[config.mk]
export PLATFORM = sky130hd
export DESIGN_NAME = bisync_rx_sync
export DESIGN_NICKNAME = d
export VERILOG_FILES = /design/src/rtl/bisync_rx_pkg.sv /design/src/rtl/bisync_sync_hunter.sv /design/src/rtl/bisync_char_asm.sv /design/src/rtl/bisync_rx_sync.sv
export SDC_FILE = /design/constraint.sdc
export NUM_CORES = 1
export LEC_CHECK = 0
export BUFFER_PORTS_ARGS = -buffer_cell sky130_fd_sc_hd__buf_2
export CAP_MARGIN = 10
export CORE_MARGIN = 2
export CORE_UTILIZATION = 42
export DETAILED_ROUTE_END_ITERATION = 12
export GPL_TIMING_DRIVEN = 0
export SETUP_SLACK_MARGIN = 0.05
export SLEW_MARGIN = 40
export SYNTH_ARGS = -nofsm -noshare
export SYNTH_HDL_FRONTEND = slang
export SYNTH_SLANG_ARGS = --single-unit
[constraint.sdc]
create_clock -name clk -period 2.7 [get_ports clk]
set_input_delay 0.405 -clock clk [delete_from_list [all_inputs] [get_ports clk]]
set_output_delay 0.405 -clock clk [all_outputs]
set_load 0.02 [all_outputs]
[src/rtl/bisync_rx_pkg.sv]
package bisync_rx_pkg;
    typedef enum logic [2:0] {
        RX_IDLE,
        RX_HUNT,
        RX_RECV,
        RX_DLE_HELD,
        RX_SECOND
    } rx_state_e;
endpackage

[src/rtl/bisync_sync_hunter.sv]
module bisync_sync_hunter #(
    parameter int CHAR_W = 8
) (
    input  logic                  clk,
    input  logic                  rst_n,
    input  logic                  run,
    input  logic                  restart,
    input  logic                  bit_valid,
    input  logic                  bit_in,
    input  logic [2*CHAR_W-1:0]   pattern,
    output logic                  match
);
    localparam int PAT_W = 2 * CHAR_W;
    localparam int CNT_W = $clog2(PAT_W + 1);
    localparam logic [CNT_W-1:0] CNT_FULL = CNT_W'(PAT_W - 1);

    logic [PAT_W-1:0] window_q;
    logic [PAT_W-1:0] window_nxt;
    logic [CNT_W-1:0] seen_q;

    assign window_nxt = {bit_in, window_q[PAT_W-1:1]};

    always_ff @(posedge clk or negedge rst_n) begin
        if (!rst_n) begin
            window_q <= '0;
            seen_q   <= '0;
        end else begin
            if (bit_valid) window_q <= window_nxt;
            if (!run || restart) begin
                seen_q <= '0;
            end else if (bit_valid && seen_q != CNT_FULL) begin
                seen_q <= seen_q + 1'b1;
            end
        end
    end

    assign match = run && !restart && bit_valid &&
                   (seen_q == CNT_FULL) && (window_nxt == pattern);
endmodule

[src/rtl/bisync_char_asm.sv]
module bisync_char_asm #(
    parameter int CHAR_W = 8
) (
    input  logic              clk,
    input  logic              rst_n,
    input  logic              run,
    input  logic              bit_valid,
    input  logic              bit_in,
    output logic              char_valid,
    output logic [CHAR_W-1:0] char_data
);
    localparam int IDX_W = $clog2(CHAR_W);
    localparam logic [IDX_W-1:0] IDX_LAST = IDX_W'(CHAR_W - 1);

    logic [IDX_W-1:0]  idx_q;
    logic [CHAR_W-1:0] shift_q;
    logic              done_q;

    always_ff @(posedge clk or negedge rst_n) begin
        if (!rst_n) begin
            idx_q   <= '0;
            shift_q <= '0;
            done_q  <= 1'b0;
        end else if (!run) begin
            idx_q  <= '0;
            done_q <= 1'b0;
        end else begin
            done_q <= bit_valid && (idx_q == IDX_LAST);
            if (bit_valid) begin
                shift_q <= {bit_in, shift_q[CHAR_W-1:1]};
                idx_q   <= (idx_q == IDX_LAST) ? '0 : idx_q + 1'b1;
            end
        end
    end

    assign char_valid = done_q;
    assign char_data  = shift_q;
endmodule

[src/rtl/bisync_rx_sync.sv]
module bisync_rx_sync
    import bisync_rx_pkg::*;
#(
    parameter int CHAR_W = 8
) (
    input  logic              clk,
    input  logic              rst_n,
    input  logic              enable,
    input  logic              bit_valid,
    input  logic              bit_in,
    input  logic              transparent,
    input  logic [CHAR_W-1:0] syn_lo,
    input  logic [CHAR_W-1:0] syn_hi,
    input  logic [CHAR_W-1:0] fill_char,
    input  logic [CHAR_W-1:0] esc_char,
    input  logic [CHAR_W-1:0] ctl_char,
    input  logic              ctl_en,
    input  logic              hunt_cmd,
    input  logic              err_in,
    output logic              out_valid,
    output logic [CHAR_W-1:0] out_data,
    output logic              ctl_seq,
    output logic              bcs_skip,
    output logic              in_sync
);
    rx_state_e         state_q, state_nxt;
    logic [CHAR_W-1:0] held_q;
    logic              restart;
    logic              hunting;
    logic              match;
    logic              ch_valid;
    logic [CHAR_W-1:0] ch;

    assign restart = hunt_cmd || err_in;
    assign hunting = (state_q == RX_HUNT);
    assign in_sync = (state_q == RX_RECV) || (state_q == RX_DLE_HELD) ||
                     (state_q == RX_SECOND);

    bisync_sync_hunter #(.CHAR_W(CHAR_W)) u_hunter (
        .clk       (clk),
        .rst_n     (rst_n),
        .run       (hunting),
        .restart   (restart),
        .bit_valid (bit_valid),
        .bit_in    (bit_in),
        .pattern   ({syn_hi, syn_lo}),
        .match     (match)
    );

    bisync_char_asm #(.CHAR_W(CHAR_W)) u_asm (
        .clk        (clk),
        .rst_n      (rst_n),
        .run        (in_sync),
        .bit_valid  (bit_valid),
        .bit_in     (bit_in),
        .char_valid (ch_valid),
        .char_data  (ch)
    );

    // state register and held character
    always_ff @(posedge clk or negedge rst_n) begin
        if (!rst_n) begin
            state_q <= RX_IDLE;
            held_q  <= '0;
        end else begin
            state_q <= state_nxt;
            if (state_q == RX_DLE_HELD && ch_valid) held_q <= ch;
        end
    end

    // next-state logic
    always_comb begin
        state_nxt = state_q;
        if (!enable) begin
            state_nxt = RX_IDLE;
        end else begin
            unique case (state_q)
                RX_IDLE: state_nxt = RX_HUNT;
                RX_HUNT: begin
                    if (!restart && match) state_nxt = RX_RECV;
                end
                RX_RECV: begin
                    if (restart) begin
                        state_nxt = RX_HUNT;
                    end else if (ch_valid) begin
                        if (transparent && ch == esc_char)
                            state_nxt = RX_DLE_HELD;
                        else if (!transparent && ctl_en && ch == ctl_char)
                            state_nxt = RX_HUNT;
                    end
                end
                RX_DLE_HELD: begin
                    if (restart) begin
                        state_nxt = RX_HUNT;
                    end else if (ch_valid) begin
                        if (ch == fill_char || ch == esc_char)
                            state_nxt = RX_RECV;
                        else
                            state_nxt = RX_SECOND;
                    end
                end
                RX_SECOND: begin
                    if (restart || (ctl_en && held_q == ctl_char))
                        state_nxt = RX_HUNT;
                    else
                        state_nxt = RX_RECV;
                end
                default: state_nxt = RX_IDLE;
            endcase
        end
    end

    // output logic
    always_comb begin
        out_valid = 1'b0;
        out_data  = '0;
        ctl_seq   = 1'b0;
        bcs_skip  = 1'b0;
        if (enable && !restart) begin
            unique case (state_q)
                RX_RECV: begin
                    if (ch_valid) begin
                        if (transparent) begin
                            if (ch != esc_char) begin
                                out_valid = 1'b1;
                                out_data  = ch;
                            end
                        end else if (ch == fill_char) begin
                            bcs_skip = 1'b1;
                        end else begin
                            out_valid = 1'b1;
                            out_data  = ch;
                        end
                    end
                end
                RX_DLE_HELD: begin
                    if (ch_valid) begin
                        if (ch == fill_char) begin
                            bcs_skip = 1'b1;
                        end else begin
                            out_valid = 1'b1;
                            out_data  = esc_char;
                            ctl_seq   = (ch != esc_char);
                        end
                    end
                end
                RX_SECOND: begin
                    out_valid = 1'b1;
                    out_data  = held_q;
                    ctl_seq   = 1'b1;
                end
                default: ;
            endcase
        end
    end
endmodule

==> results by group <==
STA
  • Post-route setup slack: 0.0439 ns
  • Post-Route Skew: 0.00807 ns
  • Setup TNS: 0 ns
  • Slew Limit Headroom: 63.2%
  • Final hold viol count: 0
  • Final Cycle Share: 98.4%
  • Fin crit period: 2.66 ns
  • RSZ-0062 raised after global routing: yes
  • Highest Clock Rate: 376 MHz
  • # setup viols final: 0
  • Slew Limit Fails: 0
  • Slew @ Worst Pin: 0.552 ns

Synth
  • Count leader, synth: dfrtp_1
  • Synth top cells by count: dfrtp_1, xnor2_1, mux2_2, xor2_1, nor2_1
  • Post-synthesis mux area share: 14.0%
  • Cell area after synthesis: 2700 µm²
  • XOR/XNOR share of the synthesized area: 16.5%
  • Top-area cell type share of the netlist area: 39.8%
  • Yosys top cell by area: dfrtp_1
  • Area contributors post-synth: dfrtp_1, mux2_2, xnor2_1
  • Synth warn: 0
  • Seq cells post-synth: 43
  • Yosys cell types: 49
  • Adder-cell area share of the yosys netlist: 1.85%
  • Post-synth ARST share: 100%
  • Synth Flop Type: dfrtp_1
  • Syn_nets: 297
  • Mapped Cells: 244
  • Compound-Gate Fraction of Synth Area: 8.24%
  • EDFF count, synth: 0
  • Main combinational cell family by area after synthesis: XOR/XNOR gates
  • Synth Area in Simple Gates: 15.4%
  • Avg Cell Area, Syn: 11.1 µm²
  • Sequential area share after synthesis: 39.8%

Global route
  • Grt met2 use: 28.0%
  • Busiest grt layer: met2
  • Grt ovf: 0
  • First-pass GRT wire length: 10100 µm
  • GRT Overall Usage: 17.8%
  • Met3 usage: 4.23%
  • Initial antenna violation count: 0
  • Met1 Use GR: 25.3%
  • Largest net degree at the start of global routing: 44
  • Vias in the first global route: 2062

Setup path
  • Reg-to-Reg Start: u_hunter.seen_q[0]$_DFFE_PN0P_
  • Worst Reg-to-Reg Cells: 8
  • Crit start category: flop
  • Flop2flop setup slack: 0.76 ns
  • Worst EP arrival: 2.25 ns
  • Crit end category: primary output
  • Reg-to-reg endpoint: state_q[0]$_DFFE_PN0P_
  • CP Data Required Time: 2.30 ns
  • CP max FO: 7
  • Setup CP Type: flop to primary output

Job
  • Maxcap violations: 0

Detailed routing
  • Final WL: 6130 µm
  • Drt wl/cell: 15.4 µm
  • Initial DRC count: 100
  • Drt pass-1 iters: 5
  • Via-per-instance ratio: 5.30
  • Final ANT Viol Nets: 0
  • Via count: 2105
  • DRC violations left: 0

Power
  • Worst vdd ir: 0.396 mV
  • P_leak: 1.57 nW
  • Pwr Total: 2.38 mW
  • PwrDens: 706 nW/µm²

Cells and area
  • Layout cells sized above 1: 44.1%
  • Layout Nets: 373
  • Synth-to-Final Area Change: 24.9%
  • Antenna cells: 0
  • Final Cell Area: 3370 µm²

CTS
  • Root buf cell: clkbuf_8
  • Clk_lat worst skew: 0.29 ns
  • Cts bufs inserted: 5
  • H-tree level count: 2
  • CTS sink count: 43
  • Clock buffer depth: 2
  • CTS Hold Bufs: 0
  • Clock transition at path regs: 0.08 ns
  • CTS tree: yes

Placement
  • Gpl congestion: 0.826
  • Placed cell areas: 3100 µm²
  • Detailed Place HPWL: 4470 µm
  • PortBufs: 60
  • Pre-CTS setup slack: 0.315 ns

Die
  • Die X: 84.2 µm
  • Full die area: 7090 µm²
  • Site Rows: 29
  • Initial Util: 43.0%
  • Die height: 84.2 µm
  • Core ar.: 6280 µm²
  • I/O pin total: 61

Hold path
  • Worst hold path class: input port to asynchronous set/reset pin

Run status
  • Outcome: finished clean
## per-stage QoR
| step | utilization (%) | cells | hold slack [ns] |
|---|---|---|---|
| final | 53.8 | 397 | 0.0952 |
| after global routing | 53.8 | 397 | 0.135 |
| after CTS | 51.6 | 392 | 0.123 |
| after detailed placement | 49.4 | 381 | 0.439 |
| after global placement | 49.4 | 381 | 0.512 |
| after floorplan | - | 244 | 0.109 |
## power by group
part / total, mW / switching, mW / leakage [nW] / internal [mW]
sequential: 0.904 / 0.109 / 0.561 / 0.795
combinational: 0.989 / 0.483 / 0.959 / 0.506
clock: 0.489 / 0.218 / 0.0513 / 0.271
## worst max path at each step
stage	start	end	slack, ns	cells past startpoint
after global routing	u_asm.char_data[2]$_DFFE_PN0P_	out_data[1]	-0.05	9
final	u_asm.char_data[2]$_DFFE_PN0P_	out_data[1]	0.04	9
after detailed placement	esc_char[7]	out_data[7]	0.32	8
after global placement	esc_char[5]	out_data[7]	0.28	8
after CTS	u_asm.char_data[7]$_DFFE_PN0P_	out_data[2]	0.05	9
after floorplan	u_asm.char_data[3]$_DFFE_PN0P_	out_data[0]	0.54	7
## critical path, cell delays in order, from the launching register on
cell and delay, ns:
dfrtp_1 0.39, buf_6 0.14, xnor2_2 0.15, nand4_2 0.19
nor3_4 0.23, a2111oi_4 0.09, buf_4 0.17, a222oi_1 0.35
nor2_1 0.09, buf_4 0.16
## sequential cells by signal (all words and copies together), names as in the netlist
| name | flops |
|---|---|
| state_q | 3 |
| u_hunter.seen_q | 5 |
| u_asm.idx_q | 3 |
| u_asm.char_data | 8 |
| held_q | 8 |
| u_asm.char_valid | 1 |
| u_hunter.window_q | 15 |
## cells in the final DEF (no fill, tap or decap), drive strengths merged, types with 5 or more instances in the layout
| master | synthesis | final |
|---|---|---|
| nor4 | 5 | 5 |
| and3 | 5 | 5 |
| nor2 | 23 | 24 |
| clkbuf | 1 | 7 |
| nand2 | 8 | 8 |
| mux2 | 31 | 31 |
| nor3 | 5 | 5 |
| xnor2 | 30 | 30 |
| buf | 13 | 81 |
| a222oi | 8 | 8 |
| xor2 | 21 | 21 |
| nand3 | 5 | 5 |
| nand4 | 8 | 8 |
| dfrtp | 43 | 43 |
## area by class of cell
class | instances | area [µm²]
clock buffers | 6 | 72.6
plain buffers | 14 | 115
repair buffers | 68 | 365
fillers | 576 | 2900
clock inverters | 1 | 30.0
flip-flops and latches | 43 | 1080
inverters | 3 | 11.3
well taps | 77 | 96.3
multi-input cells | 185 | 1610
## cell families after synthesis
kind of cell	after synthesis
adders and majority gates	4
buffers and inverters	17
DFF	43
and+or+nand+nor	69
AOI/OAI and AO/OA	26
xor gates and xnor gates	51
muxes	34
## routing by layer
layer	part of all wire [%]	vias to the layer above
met5	0	-
li1	-	1024
met1	47	1025
met2	47	50
met3	4.6	6
met4	0.96	0
## repair_timing
item                                    4_1_cts  5_1_grt
endpoints found under the setup margin        8        9
gates resized for setup                       1       16
buffers inserted                              4        6
pin swaps                                     6       17
cloned                                        0        1
(Power assumes the default switching activity.)
